==> config.mk <==
export PLATFORM = sky130hd
export DESIGN_NAME = ackpoll_seq
export DESIGN_NICKNAME = d
export VERILOG_FILES = /design/src/rtl/ackpoll_pkg.sv /design/src/rtl/ackpoll_attempt_ctr.sv /design/src/rtl/ackpoll_byte_sel.sv /design/src/rtl/ackpoll_fsm.sv /design/src/rtl/ackpoll_seq.sv
export SDC_FILE = /design/constraint.sdc
export NUM_CORES = 1
export LEC_CHECK = 0
export BUFFER_PORTS_ARGS = -buffer_cell sky130_fd_sc_hd__buf_2
export CORE_MARGIN = 3
export CORE_UTILIZATION = 30
export CTS_CLUSTER_DIAMETER = 40
export CTS_CLUSTER_SIZE = 8
export DETAILED_ROUTE_END_ITERATION = 8
export MAX_ROUTING_LAYER = met4
export PLACE_DENSITY_LB_ADDON = 0.08
export SLEW_MARGIN = 20
export SYNTH_ARGS = -nofsm -noshare
export SYNTH_HDL_FRONTEND = slang
export SYNTH_SLANG_ARGS = --single-unit
==> constraint.sdc <==
create_clock -name clk -period 2.9 [get_ports clk]
set_input_delay 0.725 -clock clk [delete_from_list [all_inputs] [get_ports clk]]
set_output_delay 0.725 -clock clk [all_outputs]
set_load 0.02 [all_outputs]
==> src/rtl/ackpoll_pkg.sv <==
package ackpoll_pkg;
    localparam int DEV_W  = 7;
    localparam int BYTE_W = 8;

    typedef enum logic [3:0] {
        S_IDLE,
        S_START,
        S_W_START,
        S_DEV,
        S_W_DEV,
        S_MEM,
        S_W_MEM,
        S_STOP,
        S_W_STOP,
        S_PROCEED,
        S_TIMEOUT
    } state_e;
endpackage

==> src/rtl/ackpoll_attempt_ctr.sv <==
module ackpoll_attempt_ctr #(
    parameter int MAX_POLLS = 64
) (
    input  logic clk,
    input  logic rst_n,
    input  logic clr_i,
    input  logic inc_i,
    output logic last_o
);
    localparam int CW = $clog2(MAX_POLLS + 1);

    logic [CW-1:0] cnt_d, cnt_q;

    always_comb begin
        cnt_d = cnt_q;
        if (clr_i)
            cnt_d = '0;
        else if (inc_i && !last_o)
            cnt_d = cnt_q + CW'(1);
    end

    always_ff @(posedge clk) begin
        if (!rst_n)
            cnt_q <= '0;
        else
            cnt_q <= cnt_d;
    end

    assign last_o = (cnt_q == CW'(MAX_POLLS - 1));
endmodule

==> src/rtl/ackpoll_byte_sel.sv <==
module ackpoll_byte_sel
    import ackpoll_pkg::*;
#(
    parameter int ADDR_BYTES = 2,
    localparam int IW = (ADDR_BYTES > 1) ? $clog2(ADDR_BYTES) : 1
) (
    input  logic [ADDR_BYTES*BYTE_W-1:0] addr_i,
    input  logic [IW-1:0]                idx_i,
    output logic [BYTE_W-1:0]            byte_o,
    output logic                         last_o
);
    logic [BYTE_W-1:0] lanes [ADDR_BYTES];

    // lane 0 carries the most significant byte
    for (genvar g = 0; g < ADDR_BYTES; g++) begin : g_lane
        assign lanes[g] = addr_i[(ADDR_BYTES-1-g)*BYTE_W +: BYTE_W];
    end

    always_comb begin
        byte_o = '0;
        for (int i = 0; i < ADDR_BYTES; i++) begin
            if (idx_i == IW'(i))
                byte_o = lanes[i];
        end
    end

    assign last_o = (idx_i == IW'(ADDR_BYTES - 1));
endmodule

==> src/rtl/ackpoll_fsm.sv <==
module ackpoll_fsm
    import ackpoll_pkg::*;
#(
    parameter int ADDR_BYTES = 2,
    localparam int AW = ADDR_BYTES * BYTE_W,
    localparam int IW = (ADDR_BYTES > 1) ? $clog2(ADDR_BYTES) : 1
) (
    input  logic              clk,
    input  logic              rst_n,
    input  logic              req_i,
    input  logic              next_is_write_i,
    input  logic [DEV_W-1:0]  dev_addr_i,
    input  logic [AW-1:0]     mem_addr_i,
    input  logic              eng_done_i,
    input  logic              eng_ack_i,
    input  logic              poll_last_i,
    input  logic [BYTE_W-1:0] mem_byte_i,
    input  logic              mem_last_i,
    output logic [AW-1:0]     mem_addr_o,
    output logic [IW-1:0]     mem_idx_o,
    output logic              cnt_clr_o,
    output logic              cnt_inc_o,
    output logic              cmd_start_o,
    output logic              cmd_send_o,
    output logic              cmd_stop_o,
    output logic [BYTE_W-1:0] cmd_data_o,
    output logic              proceed_o,
    output logic              timeout_o
);
    typedef struct packed {
        state_e           state;
        logic             is_wr;
        logic [DEV_W-1:0] dev;
        logic [AW-1:0]    mem;
        logic [IW-1:0]    idx;
        logic             expired;
    } regs_t;

    regs_t r_d, r_q;

    always_comb begin
        r_d         = r_q;
        cnt_clr_o   = 1'b0;
        cnt_inc_o   = 1'b0;
        cmd_start_o = 1'b0;
        cmd_send_o  = 1'b0;
        cmd_stop_o  = 1'b0;
        cmd_data_o  = mem_byte_i;
        proceed_o   = 1'b0;
        timeout_o   = 1'b0;

        case (r_q.state)
            S_IDLE: begin
                if (req_i) begin
                    r_d.is_wr   = next_is_write_i;
                    r_d.dev     = dev_addr_i;
                    r_d.mem     = mem_addr_i;
                    r_d.idx     = '0;
                    r_d.expired = 1'b0;
                    r_d.state   = S_START;
                    cnt_clr_o   = 1'b1;
                end
            end
            S_START: begin
                cmd_start_o = 1'b1;
                r_d.state   = S_W_START;
            end
            S_W_START: begin
                if (eng_done_i)
                    r_d.state = S_DEV;
            end
            S_DEV: begin
                cmd_send_o = 1'b1;
                cmd_data_o = {r_q.dev, 1'b0};
                r_d.state  = S_W_DEV;
            end
            S_W_DEV: begin
                if (eng_done_i) begin
                    if (eng_ack_i) begin
                        r_d.idx   = '0;
                        r_d.state = r_q.is_wr ? S_MEM : S_STOP;
                    end else if (poll_last_i) begin
                        r_d.expired = 1'b1;
                        r_d.state   = S_STOP;
                    end else begin
                        cnt_inc_o = 1'b1;
                        r_d.state = S_START;
                    end
                end
            end
            S_MEM: begin
                cmd_send_o = 1'b1;
                r_d.state  = S_W_MEM;
            end
            S_W_MEM: begin
                if (eng_done_i) begin
                    if (mem_last_i) begin
                        r_d.state = S_PROCEED;
                    end else begin
                        r_d.idx   = r_q.idx + IW'(1);
                        r_d.state = S_MEM;
                    end
                end
            end
            S_STOP: begin
                cmd_stop_o = 1'b1;
                r_d.state  = S_W_STOP;
            end
            S_W_STOP: begin
                if (eng_done_i)
                    r_d.state = r_q.expired ? S_TIMEOUT : S_PROCEED;
            end
            S_PROCEED: begin
                proceed_o = 1'b1;
                r_d.state = S_IDLE;
            end
            S_TIMEOUT: begin
                timeout_o = 1'b1;
                r_d.state = S_IDLE;
            end
            default: r_d.state = S_IDLE;
        endcase
    end

    always_ff @(posedge clk) begin
        if (!rst_n) begin
            r_q         <= '0;
            r_q.state   <= S_IDLE;
        end else begin
            r_q <= r_d;
        end
    end

    assign mem_addr_o = r_q.mem;
    assign mem_idx_o  = r_q.idx;
endmodule

==> src/rtl/ackpoll_seq.sv <==
module ackpoll_seq
    import ackpoll_pkg::*;
#(
    parameter int ADDR_BYTES = 2,
    parameter int MAX_POLLS  = 64
) (
    input  logic                         clk,
    input  logic                         rst_n,
    input  logic                         req_i,
    input  logic                         next_is_write_i,
    input  logic [6:0]                   dev_addr_i,
    input  logic [ADDR_BYTES*8-1:0]      mem_addr_i,
    output logic                         cmd_start_o,
    output logic                         cmd_send_o,
    output logic                         cmd_stop_o,
    output logic [7:0]                   cmd_data_o,
    input  logic                         eng_done_i,
    input  logic                         eng_ack_i,
    output logic                         proceed_o,
    output logic                         timeout_o
);
    localparam int AW = ADDR_BYTES * BYTE_W;
    localparam int IW = (ADDR_BYTES > 1) ? $clog2(ADDR_BYTES) : 1;

    logic              poll_last, cnt_clr, cnt_inc, mem_last;
    logic [AW-1:0]     mem_held;
    logic [IW-1:0]     mem_idx;
    logic [BYTE_W-1:0] mem_byte;

    ackpoll_fsm #(.ADDR_BYTES(ADDR_BYTES)) u_fsm (
        .clk             (clk),
        .rst_n           (rst_n),
        .req_i           (req_i),
        .next_is_write_i (next_is_write_i),
        .dev_addr_i      (dev_addr_i),
        .mem_addr_i      (mem_addr_i),
        .eng_done_i      (eng_done_i),
        .eng_ack_i       (eng_ack_i),
        .poll_last_i     (poll_last),
        .mem_byte_i      (mem_byte),
        .mem_last_i      (mem_last),
        .mem_addr_o      (mem_held),
        .mem_idx_o       (mem_idx),
        .cnt_clr_o       (cnt_clr),
        .cnt_inc_o       (cnt_inc),
        .cmd_start_o     (cmd_start_o),
        .cmd_send_o      (cmd_send_o),
        .cmd_stop_o      (cmd_stop_o),
        .cmd_data_o      (cmd_data_o),
        .proceed_o       (proceed_o),
        .timeout_o       (timeout_o)
    );

    ackpoll_attempt_ctr #(.MAX_POLLS(MAX_POLLS)) u_ctr (
        .clk    (clk),
        .rst_n  (rst_n),
        .clr_i  (cnt_clr),
        .inc_i  (cnt_inc),
        .last_o (poll_last)
    );

    ackpoll_byte_sel #(.ADDR_BYTES(ADDR_BYTES)) u_sel (
        .addr_i (mem_held),
        .idx_i  (mem_idx),
        .byte_o (mem_byte),
        .last_o (mem_last)
    );
endmodule

After elaboration in Yosys (flattened, before gate mapping)
Index checks and enable logic that the tools add are counted.

cells by class
  add/subtract/negate cells = 2
  equal/unequal tests = 19
  multiplexer cells = 32
  bitwise logic cells = 1
  reduce and logical (&&, ||, !) cells = 11

operators with widths
  operator               count
  $pmux W4 S9            1
  $mux W30               1
  $mux W4                6
  $eq A4 B3 Y1 const B   4
  $mux W1                16
  $mux W8                2
  $reduce_and A5 Y1      3
  $ne A2 B2 Y1 const B   7
  $eq A4 B4 Y1 const B   3
  $eq A4 B2 Y1 const B   2
  $add A7 B1 Y7 const B  1
  $eq A7 B6 Y1 const B   1
  $mux W2                3
  $eq A4 B1 Y1 const B   1
  $logic_not A4 Y1       1
  $reduce_or A2 Y1       2
  $mux W3                1
  $pmux W1 S3            1
  $reduce_bool A3 Y1     1
  $ne A2 B1 Y1 const B   1
  $pmux W1 S2            1
  $reduce_and A2 Y1      1
  $reduce_bool A2 Y1     1
  $add A1 B1 Y1 const B  1
  other kinds (3)        3

word-level totals
  bits in registers = 37
  input port bits = 29

Logic depth before layout (Yosys ltp)
Gate-level depths: netlist of run 1.

  word-level depth = 6
  gate-level depth with buffers = 7
  depth with buffers taken out = 4

Cells and area by module
A second synthesis of run 1 with hierarchy kept.

second synthesis, totals
  cell total of the unflattened synthesis = 250
  area, all modules = 2049.5 µm²

modules (own cells, without submodules)
  module               instances  cells each  area an instance (µm²)  sequential area each (µm²)
  ackpoll_fsm          1          203         1567.8                  600.6
  ackpoll_attempt_ctr  1          37          342.8                   140.1
  ackpoll_byte_sel     1          10          138.9                   0.0

Worst setup path after synthesis of run 1
OpenSTA, ideal clock, no wires.

  path kind = register to output
  start = register u_fsm.r_q[29] in the netlist's numbering
  end = output cmd_data_o[1]
  data arrival time = 1.348 ns
  data required time = 2.175 ns
  setup slack = 0.827 ns
  stages on the path, launching flop included = 7
  buffers on the path = 2
  path through = dfxtp_1 -> buf_6 -> nand2b_1 -> nor2_1 -> buf_2 -> nand2_1 -> o21ai_1

on the way
  cells in the longest elaborated chain, start to end = 2

ends and longest elaborated chain
  element                   line                text
  start: declaration        ackpoll_fsm.sv:39   regs_t r_d, r_q;
  start signal: assignment  ackpoll_fsm.sv:130  r_q <= r_d;
  $eq A4 B2 Y1              ackpoll_fsm.sv:52   case (r_q.state)
  $mux W8                   ackpoll_fsm.sv:52
  end: declaration          ackpoll_seq.sv:16   output logic [7:0] cmd_data_o,

No other way between the ends.

Worst setup path in the final report of run 1
  start = register u_fsm.r_q[28] in the netlist's numbering
  end = output cmd_data_o[7]

Same word-level chain as after synthesis.

==> qor.csv, run 1 <==
metric,value,unit
Die W,86.5,um
CTS tree,built,
DR vias/cell,4.91,
Post-DP HPWL,3.26,mm
Crit Path Category,flip-flop to output port,
clock-pin slew on the worst setup and hold paths,0.07,ns
number of synthesized flops with an enable pin,0,
CP endpoint,cmd_data_o[7],
largest cells by area after synthesis,"dfxtp_1 (38%), nand2_1 (12%), a21boi_1 (9.7%)",
final hold violation count,0,
post-CTS sizing,0,
most frequent CP cell,buf_4,
worst r2r path cells,5,
syn nets,273,
worst reg2reg startpoint,u_fsm.r_q[29],
# H-tree levels,2,
Clock Tree Root,clkbuf_8,
Die Height,86.5,um
Tmin final,2.30,ns
Area Growth Syn to Fin,19.6,%
Yosys top cell by area,dfxtp_1,
Clock Skews,0.00508,ns
fin util,38.1,%
I/O Buffers,41,
die area,0.00747,mm2
Power Density,494,mW/mm2
cells after synthesis,243,
Final period util,79.4,%
Worst Hold Class,flip-flop to flip-flop,
post-CTS setup buffers,0,
Worst Max-Slew Pin Slew,0.597,ns
layout cells sized above 1,22.4,%
crit path launch type,flip-flop,
worst-path cell chain,buf_4 -> nand2b_1 -> nor2_1 -> buf_4 -> nand2_1 -> o21ai_1 -> buf_2,
maxcap violations,0,
core area,0.00610,mm2
WP depth,7,
Via Count,1748,
antenna violations before repair,0,
Worst-Skew Late Latency,0.29,ns
Pins Over Slew Limit,0,
# nets final,310,
DR iter-0 viols,91,
Antenna Cells,0,
mapped cell area,0.00194,mm2
Initial Util,31.9,%
Static Leak,0.919,nW
slew margin rel.,60.2,%
Worst Path Max Fanout,15,
CTS Hold Bufs,0,
"Distinct cells, synth",45,
first-pass GRT wire length,8.20,mm
"reg-to-reg slack, setup",1.25,ns
Crit-path slowest cell,dfxtp_1,
TritonCTS Buffers,5,
RR Endpoint,u_ctr.cnt_q[4],
gr usage total,14.3,%
max incr delay on CP,0.30,ns
worst IR drop on VDD,0.224,mV
"Seq/Total Area, Yosys",38.1,%
Yosys top cell area share,38.1,%
largest net degree at the start of global routing,32,
Pre-Repair DR Iteration Count,4,
CP top delay family,buffers and inverters,
"Top FF cell, synth",dfxtp_1,
"Req. time, crit path",2.17,ns
CTS sink count,37,
async set-reset flop share out of synthesis,0,%
Bufs and invs on worst path,3,
Fmax,434,MHz
setup_tns,0,ns
Synth Register Bits,37,
CP endpoint kind,output port,
outcome,"finished, final reports clean",
Final Wtd Congestion,0.776,
drt total wl,4.81,mm
clk buf depth,2,
RSZ-0062 raised after global routing,no,
Routed Antenna Nets,0,
syn_area_per_cell,7.99,um2
Final Setup Violations,0,
CP startpoint,u_fsm.r_q[28],
Routed wire per std cell,13.5,um
# rows,28,
yosys warns,0,
# DRC,0,
CP arrival,1.58,ns
GR Overflow Total,0,
vias in the first global route,1678,
# IOs,42,
-- kinds of logic (layout without fill, tap and decap cells) --
family,Yosys count,count (layout),synth area share (%)
compound gates,64,64,23.4
fa+ha+maj,1,1,0.644
simple gates,110,110,27.4
mux,9,9,4.64
xor+xnor,2,2,0.902
buf+inv,20,58,4.90
flops,37,37,38.1
-- Yosys cell counts (2+ instances only) --
cell / number
nand2b_1: 5
or3_1: 2
o31ai_1: 2
nand4_1: 2
o221a_2: 2
and3_1: 2
nor2_2: 2
o21a_1: 3
o21ai_0: 3
or4_1: 2
dfxtp_1: 37
clkbuf_1: 9
o22ai_1: 2
nor4b_1: 2
a21oi_1: 10
mux2i_1: 9
buf_2: 7
inv_1: 2
nor2b_1: 5
nor3_1: 4
nand3_1: 3
o21ai_1: 7
nor2_1: 14
nand2_1: 62
a21boi_1: 25
-- routing by layer --
metal | routed length [um] | global-route usage [%] | part of all wire [%] | up-vias
met1 | 2280 | 18.3 | 48 | 789
met2 | 2190 | 21.8 | 46 | 40
met4 | 65 | 4.67 | 1.4 | 0
li1 | - | - | - | 913
met3 | 262 | 3.90 | 5.5 | 6
met5 | 0 | - | 0 | -
-- per-stage QoR --
step | cell area, um2 | power [mW] | hold WS (ns) | cells | setup slack (ns)
final | 2320 | 1.15 | 0.451 | 356 | 0.598
after global placement | 2210 | 0.697 | 0.444 | 348 | 0.903
after global routing | 2320 | 1.21 | 0.471 | 356 | 0.487
after detailed placement | 2210 | 0.697 | 0.446 | 348 | 0.897
after CTS | 2320 | 1.17 | 0.457 | 356 | 0.562
after floorplan | 1940 | 0.646 | 0.434 | 243 | 0.827
-- worst min path at each step --
stage                    startpoint                    to  slack, ns  cells after the start
5_1_grt         u_fsm.mem_addr_o[0]   u_fsm.mem_addr_o[0]       0.47                      2
3_3_place_gp    u_fsm.mem_addr_o[7]   u_fsm.mem_addr_o[7]       0.44                      2
2_1_floorplan  u_fsm.mem_addr_o[10]  u_fsm.mem_addr_o[10]       0.43                      2
6_report        u_fsm.mem_addr_o[0]   u_fsm.mem_addr_o[0]       0.45                      2
4_1_cts         u_fsm.mem_addr_o[0]   u_fsm.mem_addr_o[0]       0.46                      2
3_5_place_dp    u_fsm.mem_addr_o[7]   u_fsm.mem_addr_o[7]       0.45                      2
-- report_power, final --
part / internal [mW] / switching (mW) / leakage (nW)
Sequential: 0.531 / 0.0117 / 0.302
Clock: 0.281 / 0.186 / 0.0585
Combinational: 0.0574 / 0.0817 / 0.559
Total: 0.869 / 0.279 / 0.919
-- state kept, by name (all words and copies together), names as in the netlist --
register and flops:
u_fsm.mem_idx_o 1, u_fsm.r_q 13, u_ctr.cnt_q 7, u_fsm.mem_addr_o 16
-- worst register-to-register path: cells and delay by family (launching register included) --
family / cells / cell delay, ns
and+or+nand+nor: 2 / 0.73
AOI/OAI and AO/OA: 2 / 0.36
DFF: 1 / 0.31
buffers and inverters: 1 / 0.19
-- cell usage in the layout (no fill, tap or decap), drive strengths merged, types with 2 or more instances in the layout --
master / instances
dfxtp: 37
nand4: 3
o31ai: 2
nor2b: 5
nor2: 16
and3: 2
o22ai: 2
o221a: 2
nand2: 62
a21boi: 25
o21a: 3
clkbuf: 7
inv: 2
or4: 2
a21oi: 10
nand3: 3
nor4b: 3
o21ai: 10
buf: 48
nor3: 4
mux2i: 9
nand2b: 5
or3: 2
-- layout make-up --
class	instances	area [um2]
inverters	2	7.51
clock buffers	7	86.3
multi-input cells	186	1110
flip-flops and latches	37	741
well taps	75	93.8
repair buffers	48	258
fillers	681	3770
clock inverters	1	30.0
(Power assumes the default switching activity.)
==> inputs of run 2 (changes only) <==
--- a/config.mk
+++ b/config.mk
@@ -5,6 +5,7 @@
 export SDC_FILE = /design/constraint.sdc
 export NUM_CORES = 1
 export LEC_CHECK = 0
+export ABC_AREA = 1
 export BUFFER_PORTS_ARGS = -buffer_cell sky130_fd_sc_hd__buf_2
 export CORE_MARGIN = 3
 export CORE_UTILIZATION = 30
==> constraint.sdc (replaced) <==
create_clock -name clk -period 2.4 [get_ports clk]
set_input_delay 0.6 -clock clk [delete_from_list [all_inputs] [get_ports clk]]
set_output_delay 0.6 -clock clk [all_outputs]
set_load 0.02 [all_outputs]
==> run 2 against run 1 <==
Non-clock buffer count down 5. Highest routed layer unchanged. Final area down 4.7%. Critical path depth unchanged. Largest cell class unchanged. Clock-buffer cell count down 1.
==> qor.csv, run 2 <==
metric,value,unit
outcome,"finished, final reports clean",
# rows,28,
Yosys top cell by area,dfxtp_1,
DR iter-0 viols,39,
Final period util,91.7,%
largest cells by area after synthesis,"dfxtp_1 (40%), nand2_1 (14%), a21oi_1 (8.9%)",
Pins Over Slew Limit,0,
max FFs per register,16,
first-pass GRT wire length,8.02,mm
Worst Hold Class,flip-flop to flip-flop,
cells after synthesis,268,
"commonest non-fill, non-tap cell in the layout",nand2_1,
Worst Path Max Fanout,15,
layout cells sized above 1,21.8,%
# H-tree levels,2,
Seq pwr share,47.3,%
CP endpoint kind,output port,
Via Count,1726,
Die W,84.8,um
setup_tns,0,ns
number of synthesized flops with an enable pin,0,
Filler cells,651,
worst IR drop on VDD,0.236,mV
largest net degree at the start of global routing,28,
"Req. time, crit path",1.80,ns
Tmin final,2.20,ns
"reg-to-reg slack, setup",0.85,ns
DR vias/cell,4.51,
CP arrival,1.60,ns
Final Wtd Congestion,0.814,
Internal Pwr Total,1.01,mW
Clock Skews,0.00702,ns
Initial Util,31.3,%
Routed wire per std cell,12.0,um
maxcap violations,0,
most frequent cells in the layout,"nand2_1 (67), buf_2 (41), dfxtp_1 (37)",
Final Setup Violations,0,
Antenna Cells,0,
worst hold slack,0.447,ns
Clock Tree Root,clkbuf_8,
Post-DP HPWL,3.43,mm
clock-pin slew on the worst setup and hold paths,0.08,ns
Static Leak,0.974,nW
Routed Antenna Nets,0,
"Top FF cell, synth",dfxtp_1,
"Seq/Total Area, Yosys",39.8,%
TritonCTS Buffers,5,
die area,0.00719,mm2
Area Growth Syn to Fin,18.8,%
Pre-Repair DR Iteration Count,4,
I/O Buffers,41,
syn_area_per_cell,6.95,um2
Die Height,84.8,um
post-CTS setup buffers,0,
uppermost layer routed,met4,
WL met2,2.12,mm
WL met3,200,um
area of the multi-input gates,926,um2
register area,741,um2
GR Overflow Total,0,
Clk network pwr share,30.1,%
# IOs,42,
drt total wl,4.59,mm
RSZ-0062 raised after global routing,no,
Power Density,667,mW/mm2
share of power burned in combinational logic,22.6,%
async set-reset flop share out of synthesis,0,%
final hold violation count,0,
slew margin rel.,59.8,%
Crit Path Category,flip-flop to output port,
top-count cell post-synth,nand2_1,
"Distinct cells, synth",28,
Yosys top cell area share,39.8,%
CTS tree,built,
crit path launch type,flip-flop,
# nets final,338,
Worst Max-Slew Pin Slew,0.602,ns
core area,0.00596,mm2
commonest cells in the synthesized netlist,"nand2_1 (67), dfxtp_1 (37), inv_1 (34), a21oi_1 (33), o21ai_0 (27)",
sw frac,31.4,%
yosys warns,0,
Routed met1 length,2.22,mm
gr usage total,14.3,%
antenna violations before repair,0,
CTS sink count,37,
clk buf depth,2,
Switch Pwr,0.464,mW
Fmax,455,MHz
Synth Register Bits,37,
# DRC,0,
syn nets,298,
Worst-Skew Late Latency,0.28,ns
mapped cell area,0.00186,mm2
vias in the first global route,1710,
==> run 2: changes by cell type in the layout (fill, tap and decap cells not counted), moves of 9 or more <==
| cell | previous run | this run |
|---|---|---|
| a21oi_1 | 10 | 33 |
| o21ai_0 | 3 | 27 |
| inv_1 | 2 | 33 |
| a21boi_1 | 25 | 0 |
| mux2i_1 | 9 | 0 |
==> run 2: logic make-up after synthesis <==
logic type,after synthesis,share of synthesized area [%]
AO/OA/AOI/OAI,70,20.3
XOR/XNOR,4,1.88
adder cells (fa/ha/maj),1,0.672
buffers and inverters,47,10.6
flip-flops,37,39.8
AND/OR/NAND/NOR,109,26.7
==> run 2: power groups by stage <==
stage	registers [mW]	clock network, mW	logic, mW
6_report	0.699	0.445	0.333
4_1_cts	0.699	0.463	0.338
2_1_floorplan	0.696	0	0.251
5_1_grt	0.707	0.498	0.383
3_5_place_dp	0.713	0	0.338
3_3_place_gp	0.714	0	0.339
==> run 2: metrics by stage <==
step,area [um2],utilization [%],total power [mW],setup slack (ns),instances
6_report,2210,37.1,1.48,0.200,383
5_1_grt,2210,37.1,1.59,0.0432,383
4_1_cts,2210,37.1,1.50,0.0305,383
3_5_place_dp,2120,35.6,1.05,0.350,376
3_3_place_gp,2120,35.6,1.05,0.420,376
2_1_floorplan,1860,-,0.947,0.388,268
==> run 2: critical path: stages (launching register included) <==
cell and delay (ns):
dfxtp_1 0.37, nor2_4 0.19, inv_1 0.08, nor2_2 0.14
inv_2 0.13, o211ai_1 0.11, o21ai_0 0.11, buf_2 0.17
==> run 2: layout make-up <==
class / count / area share, %
clock inverter: 1 / 0.339
multi-input combinational: 184 / 41.9
timing repair buffer: 43 / 9.95
inverter: 37 / 6.39
clock buffer: 6 / 3.73
tap: 75 / 4.24
sequential: 37 / 33.5
==> run 2: what timing repair did <==
action | 4_1_cts | 5_1_grt
resized for setup | 0 | 2
endpoints found under the setup margin | 0 | 7
hold buffers | 0 | 0
hold endpoints to repair | 0 | 0
==> run 2: worst paths after layout <==
check	cells after the start	startpoint	end
max	7	u_fsm.r_q[29]	cmd_data_o[2]
min reg2reg	2	u_ctr.cnt_q[6]	u_ctr.cnt_q[6]
max reg2reg	5	u_fsm.r_q[26]	u_fsm.mem_addr_o[8]
min	2	u_ctr.cnt_q[6]	u_ctr.cnt_q[6]
==> run 2: routing by layer <==
layer  vias to the layer above  track usage, %
met2                        36            22.1
met4                         0            4.60
li1                        939               -
met1                       746            18.5
met5                         -               -
met3                         5            3.34
